`src/rtl/pt_walker_pkg.sv`:
```
package pt_walker_pkg;
    localparam int AW          = 32;
    localparam int OFF_W       = 12;
    localparam int IDX_W       = 10;
    localparam int FRAME_W     = AW - OFF_W;
    localparam int BIG_OFF_W   = OFF_W + IDX_W;
    localparam int BIG_FRAME_W = AW - BIG_OFF_W;

    localparam int B_P  = 0;
    localparam int B_RW = 1;
    localparam int B_US = 2;
    localparam int B_A  = 5;
    localparam int B_D  = 6;
    localparam int B_PS = 7;

    localparam logic [1:0] ACC_READ  = 2'd0;
    localparam logic [1:0] ACC_WRITE = 2'd1;
    localparam logic [1:0] ACC_FETCH = 2'd2;

    localparam logic CAUSE_NP   = 1'b0;
    localparam logic CAUSE_PROT = 1'b1;

    typedef enum logic [2:0] {
        S_IDLE,
        S_READ_PDE,
        S_READ_PTE,
        S_UPDATE_AD,
        S_DONE,
        S_FAULT
    } walk_state_e;

    typedef struct packed {
        walk_state_e          state;
        logic [AW-1:0]        va;
        logic [1:0]           kind;
        logic                 user;
        logic [FRAME_W-1:0]   base;
        logic [AW-1:0]        pde;
        logic [AW-1:0]        pde_new;
        logic [AW-1:0]        pte_new;
        logic                 pde_wr;
        logic                 pte_wr;
        logic [AW-1:0]        paddr;
        logic                 flevel;
        logic                 fcause;
    } walk_regs_t;
endpackage

```
`src/rtl/pt_walker_perm.sv`:
```
module pt_walker_perm (
    input  logic rw_ok_i,
    input  logic us_ok_i,
    input  logic is_write_i,
    input  logic is_user_i,
    output logic allow_o
);
    logic user_block;
    logic write_block;

    always_comb begin
        user_block  = is_user_i && !us_ok_i;
        write_block = is_user_i && is_write_i && !rw_ok_i;
        allow_o     = !user_block && !write_block;
    end
endmodule

```
`src/rtl/pt_walker_adupd.sv`:
```
module pt_walker_adupd #(
    parameter int W     = 32,
    parameter int A_BIT = 5,
    parameter int D_BIT = 6
) (
    input  logic [W-1:0] entry_i,
    input  logic         set_dirty_i,
    output logic [W-1:0] entry_o,
    output logic         changed_o
);
    logic [W-1:0] set_mask;

    always_comb begin
        set_mask        = '0;
        set_mask[A_BIT] = 1'b1;
        set_mask[D_BIT] = set_dirty_i;
        entry_o         = entry_i | set_mask;
        changed_o       = (entry_o != entry_i);
    end
endmodule

```
`src/rtl/pt_walker_addr.sv`:
```
module pt_walker_addr
    import pt_walker_pkg::*;
(
    input  logic [FRAME_W-1:0] base_i,
    input  logic [AW-1:0]      va_i,
    input  logic [AW-1:0]      pde_i,
    input  logic [AW-1:0]      rdata_i,
    output logic [AW-1:0]      pde_addr_o,
    output logic [AW-1:0]      pte_addr_o,
    output logic [AW-1:0]      paddr_small_o,
    output logic [AW-1:0]      paddr_big_o
);
    localparam int ESZ_W = OFF_W - IDX_W;

    always_comb begin
        pde_addr_o    = {base_i, va_i[AW-1 -: IDX_W], {ESZ_W{1'b0}}};
        pte_addr_o    = {pde_i[AW-1 -: FRAME_W], va_i[BIG_OFF_W-1 -: IDX_W], {ESZ_W{1'b0}}};
        paddr_small_o = {rdata_i[AW-1 -: FRAME_W], va_i[OFF_W-1:0]};
        paddr_big_o   = {rdata_i[AW-1 -: BIG_FRAME_W], va_i[BIG_OFF_W-1:0]};
    end
endmodule

```
`src/rtl/pt_walker.sv`:
```
module pt_walker
    import pt_walker_pkg::*;
(
    input  logic                clk,
    input  logic                rst_n,
    input  logic [FRAME_W-1:0]  dir_frame_i,
    input  logic                req_valid_i,
    output logic                req_ready_o,
    input  logic [AW-1:0]       req_vaddr_i,
    input  logic [1:0]          req_kind_i,
    input  logic                req_user_i,
    output logic                rsp_valid_o,
    output logic                rsp_fault_o,
    output logic [AW-1:0]       rsp_paddr_o,
    output logic                rsp_flevel_o,
    output logic                rsp_fcause_o,
    output logic [1:0]          rsp_kind_o,
    output logic                rsp_user_o,
    output logic                mem_req_o,
    output logic                mem_we_o,
    output logic [AW-1:0]       mem_addr_o,
    output logic [AW-1:0]       mem_wdata_o,
    input  logic                mem_ack_i,
    input  logic [AW-1:0]       mem_rdata_i
);
    walk_regs_t q, d;

    logic          is_write;
    logic [AW-1:0] pde_addr, pte_addr, paddr_small, paddr_big;
    logic          big_ok, small_ok;
    logic [AW-1:0] big_new, dir_new, tab_new;
    logic          big_chg, dir_chg, tab_chg;

    assign is_write = (q.kind == ACC_WRITE);

    pt_walker_addr u_addr (
        .base_i        (q.base),
        .va_i          (q.va),
        .pde_i         (q.pde),
        .rdata_i       (mem_rdata_i),
        .pde_addr_o    (pde_addr),
        .pte_addr_o    (pte_addr),
        .paddr_small_o (paddr_small),
        .paddr_big_o   (paddr_big)
    );

    pt_walker_perm u_perm_big (
        .rw_ok_i    (mem_rdata_i[B_RW]),
        .us_ok_i    (mem_rdata_i[B_US]),
        .is_write_i (is_write),
        .is_user_i  (q.user),
        .allow_o    (big_ok)
    );

    pt_walker_perm u_perm_small (
        .rw_ok_i    (q.pde[B_RW] & mem_rdata_i[B_RW]),
        .us_ok_i    (q.pde[B_US] & mem_rdata_i[B_US]),
        .is_write_i (is_write),
        .is_user_i  (q.user),
        .allow_o    (small_ok)
    );

    pt_walker_adupd #(.W(AW), .A_BIT(B_A), .D_BIT(B_D)) u_ad_big (
        .entry_i     (mem_rdata_i),
        .set_dirty_i (is_write),
        .entry_o     (big_new),
        .changed_o   (big_chg)
    );

    pt_walker_adupd #(.W(AW), .A_BIT(B_A), .D_BIT(B_D)) u_ad_dir (
        .entry_i     (q.pde),
        .set_dirty_i (1'b0),
        .entry_o     (dir_new),
        .changed_o   (dir_chg)
    );

    pt_walker_adupd #(.W(AW), .A_BIT(B_A), .D_BIT(B_D)) u_ad_tab (
        .entry_i     (mem_rdata_i),
        .set_dirty_i (is_write),
        .entry_o     (tab_new),
        .changed_o   (tab_chg)
    );

    always_comb begin
        d = q;
        unique case (q.state)
            S_IDLE: begin
                if (req_valid_i) begin
                    d.va     = req_vaddr_i;
                    d.kind   = req_kind_i;
                    d.user   = req_user_i;
                    d.base   = dir_frame_i;
                    d.pde_wr = 1'b0;
                    d.pte_wr = 1'b0;
                    d.state  = S_READ_PDE;
                end
            end
            S_READ_PDE: begin
                if (mem_ack_i) begin
                    d.pde = mem_rdata_i;
                    if (!mem_rdata_i[B_P]) begin
                        d.flevel = 1'b0;
                        d.fcause = CAUSE_NP;
                        d.state  = S_FAULT;
                    end else if (mem_rdata_i[B_PS]) begin
                        if (!big_ok) begin
                            d.flevel = 1'b0;
                            d.fcause = CAUSE_PROT;
                            d.state  = S_FAULT;
                        end else begin
                            d.pde_new = big_new;
                            d.pde_wr  = big_chg;
                            d.paddr   = paddr_big;
                            d.state   = big_chg ? S_UPDATE_AD : S_DONE;
                        end
                    end else begin
                        d.state = S_READ_PTE;
                    end
                end
            end
            S_READ_PTE: begin
                if (mem_ack_i) begin
                    if (!mem_rdata_i[B_P]) begin
                        d.flevel = 1'b1;
                        d.fcause = CAUSE_NP;
                        d.state  = S_FAULT;
                    end else if (!small_ok) begin
                        d.flevel = 1'b1;
                        d.fcause = CAUSE_PROT;
                        d.state  = S_FAULT;
                    end else begin
                        d.pde_new = dir_new;
                        d.pde_wr  = dir_chg;
                        d.pte_new = tab_new;
                        d.pte_wr  = tab_chg;
                        d.paddr   = paddr_small;
                        d.state   = (dir_chg || tab_chg) ? S_UPDATE_AD : S_DONE;
                    end
                end
            end
            S_UPDATE_AD: begin
                if (mem_ack_i) begin
                    if (q.pde_wr) begin
                        d.pde_wr = 1'b0;
                        d.state  = q.pte_wr ? S_UPDATE_AD : S_DONE;
                    end else begin
                        d.pte_wr = 1'b0;
                        d.state  = S_DONE;
                    end
                end
            end
            S_DONE:  d.state = S_IDLE;
            S_FAULT: d.state = S_IDLE;
            default: d.state = S_IDLE;
        endcase
    end

    always_ff @(posedge clk) begin
        if (!rst_n) begin
            q <= '0;
        end else begin
            q <= d;
        end
    end

    always_comb begin
        req_ready_o  = (q.state == S_IDLE);
        rsp_valid_o  = (q.state == S_DONE) || (q.state == S_FAULT);
        rsp_fault_o  = (q.state == S_FAULT);
        rsp_paddr_o  = q.paddr;
        rsp_flevel_o = q.flevel;
        rsp_fcause_o = q.fcause;
        rsp_kind_o   = q.kind;
        rsp_user_o   = q.user;
        mem_req_o    = (q.state == S_READ_PDE) || (q.state == S_READ_PTE) ||
                       (q.state == S_UPDATE_AD);
        mem_we_o     = (q.state == S_UPDATE_AD);
        mem_addr_o   = pde_addr;
        mem_wdata_o  = '0;
        if (q.state == S_READ_PTE) begin
            mem_addr_o = pte_addr;
        end else if (q.state == S_UPDATE_AD) begin
            mem_addr_o  = q.pde_wr ? pde_addr : pte_addr;
            mem_wdata_o = q.pde_wr ? q.pde_new : q.pte_new;
        end
    end

    // response lasts one cycle
    p_rsp_pulse_r10: assert property (@(posedge clk) disable iff (!rst_n)
        rsp_valid_o |=> !rsp_valid_o && req_ready_o);

    // idle never overlaps a memory access or a response
    p_idle_quiet_r10: assert property (@(posedge clk) disable iff (!rst_n)
        req_ready_o |-> !mem_req_o && !rsp_valid_o);

    // request held stable until acknowledged
    p_mem_hold_r11: assert property (@(posedge clk) disable iff (!rst_n)
        (mem_req_o && !mem_ack_i) |=> mem_req_o && $stable(mem_addr_o) &&
                                      $stable(mem_we_o) && $stable(mem_wdata_o));

    // every write-back carries the accessed bit
    p_wb_accessed_r8: assert property (@(posedge clk) disable iff (!rst_n)
        (mem_req_o && mem_we_o) |-> mem_wdata_o[B_A]);

    // a fault is never preceded by a write-back in the same walk
    p_fault_nowrite_r9: assert property (@(posedge clk) disable iff (!rst_n)
        (rsp_valid_o && rsp_fault_o) |-> !$past(mem_we_o));

    // a large-page walk never issues a table read after the directory read
    p_big_no_pte_r4: assert property (@(posedge clk) disable iff (!rst_n)
        (mem_req_o && !mem_we_o && mem_addr_o != pde_addr) |-> !q.pde[B_PS]);
endmodule

```
`config.mk`:
```
export PLATFORM = sky130hd
export DESIGN_NAME = pt_walker
export DESIGN_NICKNAME = d
export VERILOG_FILES = /design/src/rtl/pt_walker_pkg.sv /design/src/rtl/pt_walker_perm.sv /design/src/rtl/pt_walker_adupd.sv /design/src/rtl/pt_walker_addr.sv /design/src/rtl/pt_walker.sv
export SDC_FILE = /design/constraint.sdc
export NUM_CORES = 1
export LEC_CHECK = 0
export ABC_AREA = 1
export BUFFER_PORTS_ARGS = -buffer_cell sky130_fd_sc_hd__buf_2
export CORE_MARGIN = 2
export CORE_UTILIZATION = 30
export CTS_CLUSTER_DIAMETER = 100
export CTS_CLUSTER_SIZE = 40
export DETAILED_ROUTE_END_ITERATION = 8
export PLACE_DENSITY_LB_ADDON = 0.08
export SETUP_SLACK_MARGIN = 0.4
export SLEW_MARGIN = 20
export SYNTH_ARGS = -nofsm -noshare
export SYNTH_HDL_FRONTEND = slang
export SYNTH_SLANG_ARGS = --single-unit
export TNS_END_PERCENT = 50
```
`constraint.sdc`:
```
create_clock -name clk -period 2.45 [get_ports clk]
set_input_delay 0 -clock clk [delete_from_list [all_inputs] [get_ports clk]]
set_output_delay 0 -clock clk [all_outputs]
set_load 0.1 [all_outputs]
```
==> run metrics <==
outcome finished, final reports clean; Fillers 3017; combinational power share 26.1%; FF-to-FF setup slack 0.56 ns; Core Rows 62; Pwr Density 699.9 nW/um^2; internal power 5605 uW; DPL Wire Length 18.23 mm; crit path from q[188]; die height 173.6 um; sequential share of power 39.5%; synthesized area 8625 um^2; Slew Viols, Final 0; Highest Clock Rate 0.4926 GHz; Hold Path Class in -> reg; reg2reg start q[188]; Final Cycle Share 82.86%; clock sink count 190; share of cells above drive strength 1 22.74%; clock transition at the registers of the reported paths 0.07 ns; GRT Util Overall 18.79%; GRT overflow 0; setup total negative slack 0 ns; initial DRC count 473; reg2reg end q[161]; post-synth top area cell dfxtp_1; Max-Slew Margin vs Limit 60.42%; Critical Path Sink Type output pin; # DRC 0; final setup vio count 0; Hold Path Stages 3; CTS root buf clkbuf_16; Final min period 2.030 ns; H-tree Lvls 4; register area share after synthesis 44.10%; later-pin clock latency in the skew report 0.44 ns; CP Data Required Time 2.45 ns; DR vias 8542; Hold Vio Cnt, Final 0; switching share of total power 35.67%; final RePlAce weighted congestion 0.7685; clock power share 34.5%; CP startpoint kind register; Worst Hold Endpoint q[52]; # IOs 197; total CTS buffers 17; Non-Filler Instances 1881; Syn Area/Cell 6.861 um^2; vias in the first global route 8218; Layout Nets 1573; # port buffers 194; die area 30120 um^2; Synth warnings 0; largest net degree at the start of global routing 119; via/cell ratio 4.541; Starting Density 30.29%; CTS tree yes; Area growth, synth to finish 44.35%; clock skew 0.01359 ns; Post-DRT Antenna Nets 0; Core ar. 28470 um^2; Syn Inst Count 1257; Max FO, Critical Path 9; drt first pass iters 4; synth unique cells 21; synthesis-stage register bit count 190; R2R depth 6; cell leakage power 0.005098 uW; Area contributors post-synth dfxtp_1, nand2_1, o21ai_0; die width 173.6 um; RSZ-0062 raised after global routing true; CTS max path bufs 2; first-pass GRT wire length 45.10 mm; top-area cell type share of the netlist area 44.10%; initial antenna violation count 1; Max IR drop VDD 0.3871 mV; max-cap violation count 0; NetSw 3108 uW; worst slew pin tran 0.5929 ns; wirelength, routed 28.53 mm; hold path start rst_n; Setup Crit Path Kind reg -> out; Post-Place Cells 1740; Worst EP arrival 2.03 ns; WL/cell 15.17 um
[power by group through the flow]
stage	combinational, uW	clock (uW)	sequential, uW
2_1_floorplan	1550	0	3510
3_3_place_gp	2030	0	3500
3_5_place_dp	2030	0	3510
4_1_cts	2220	3100	3440
5_1_grt	2450	3220	3470
6_report	2270	3000	3440
[registers in the layout, summed over array words and instances, names as in the netlist]
name,count
q,153
rsp_flevel_o,1
rsp_kind_o,2
rsp_fcause_o,1
rsp_paddr_o,32
rsp_user_o,1
[cell usage after synthesis (all sizes together)]
cell type	number
a22oi	32
o21ai	149
buf	62
nand3	54
nand2	252
or2	1
a21oi	147
dfxtp	190
clkbuf	58
nand4	25
inv	170
conb	1
nor3	1
nor2	115
[final cells by class]
class | count | area (um^2) | share of cell area (%)
Sequential cell | 190 | 3814 | 30.63
Multi-Input combinational cell | 778 | 3781 | 30.37
Timing Repair Buffer | 325 | 2983 | 23.96
Inverter | 170 | 759.5 | 6.101
Tap cell | 384 | 480.5 | 3.859
Clock buffer | 18 | 429.2 | 3.447
Clock inverter | 14 | 197.7 | 1.588
Antenna cell | 2 | 5.005 | 0.04020
[per-layer routing]
metal	up-vias	wire length (um)	track usage, %
met3	22	1449	4.057
met5	-	0	0
met4	0	305	4.520
met1	3912	13860	25.58
li1	4437	-	-
met2	171	12920	30.38
[repair_timing]
action,in CTS,in global routing
hold buffers,100,0
pin swaps,2,0
cloned,0,1
resized for setup,47,50
buffers inserted,5,1
endpoints found under the setup margin,63,125
hold endpoints to repair,149,0
[critical path, cell delays in order (launching register included)]
cell        delay (ns)
dfxtp_4           0.37
nand2_2           0.09
nor2_4            0.05
inv_4             0.09
nor2_4            0.05
buf_12            0.15
buf_4             0.19
a22oi_2           0.27
clkinvlp_4        0.15
buf_12            0.18
[metrics by stage]
step / power (uW) / hold WS (ns) / worst slack, ns / area (um^2) / utilization [%]
6_report: 8714 / 0.1199 / 0.4199 / 12450 / 43.73
3_3_place_gp: 5534 / 0.2600 / 0.5038 / 10410 / 36.57
4_1_cts: 8753 / 0.1127 / 0.2650 / 12280 / 43.14
3_5_place_dp: 5543 / 0.2768 / 0.5152 / 10410 / 36.57
5_1_grt: 9134 / 0.1167 / 0.3307 / 12450 / 43.72
2_1_floorplan: 5062 / 0.1349 / 0.2040 / 8762 / -
[worst max-delay path by stage]
stage,slack [ns],endpoint,depth (start not counted)
6_report,0.42,mem_wdata_o[23],9
5_1_grt,0.33,mem_wdata_o[23],9
3_3_place_gp,0.50,q[81],10
2_1_floorplan,0.20,mem_addr_o[10],5
3_5_place_dp,0.52,q[81],10
4_1_cts,0.27,mem_addr_o[28],7
[cells in the final DEF, fill, tap and decap left out, types with 4 or more instances in the layout]
master,count
a21oi_1,146
a22oi_2,29
buf_12,43
buf_2,129
buf_4,30
buf_6,16
clkbuf_16,18
clkbuf_4,6
clkinvlp_4,31
dfxtp_1,186
dlygate4sd3_1,100
inv_1,134
inv_6,4
nand2_1,248
nand3_1,52
nand4_1,25
nor2_1,109
nor2_4,4
o21ai_0,119
o21ai_1,30
[cell families (layout without fill, tap and decap cells)]
group	after synthesis	in the layout	synth area share, %
and+or+nand+nor	448	448	21.25
DFF	190	190	44.10
buffers and inverters	290	527	14.64
other	1	4	0.04348
AOI/OAI and AO/OA	328	328	19.96
Note: power is estimated with default switching activity, not from simulation.
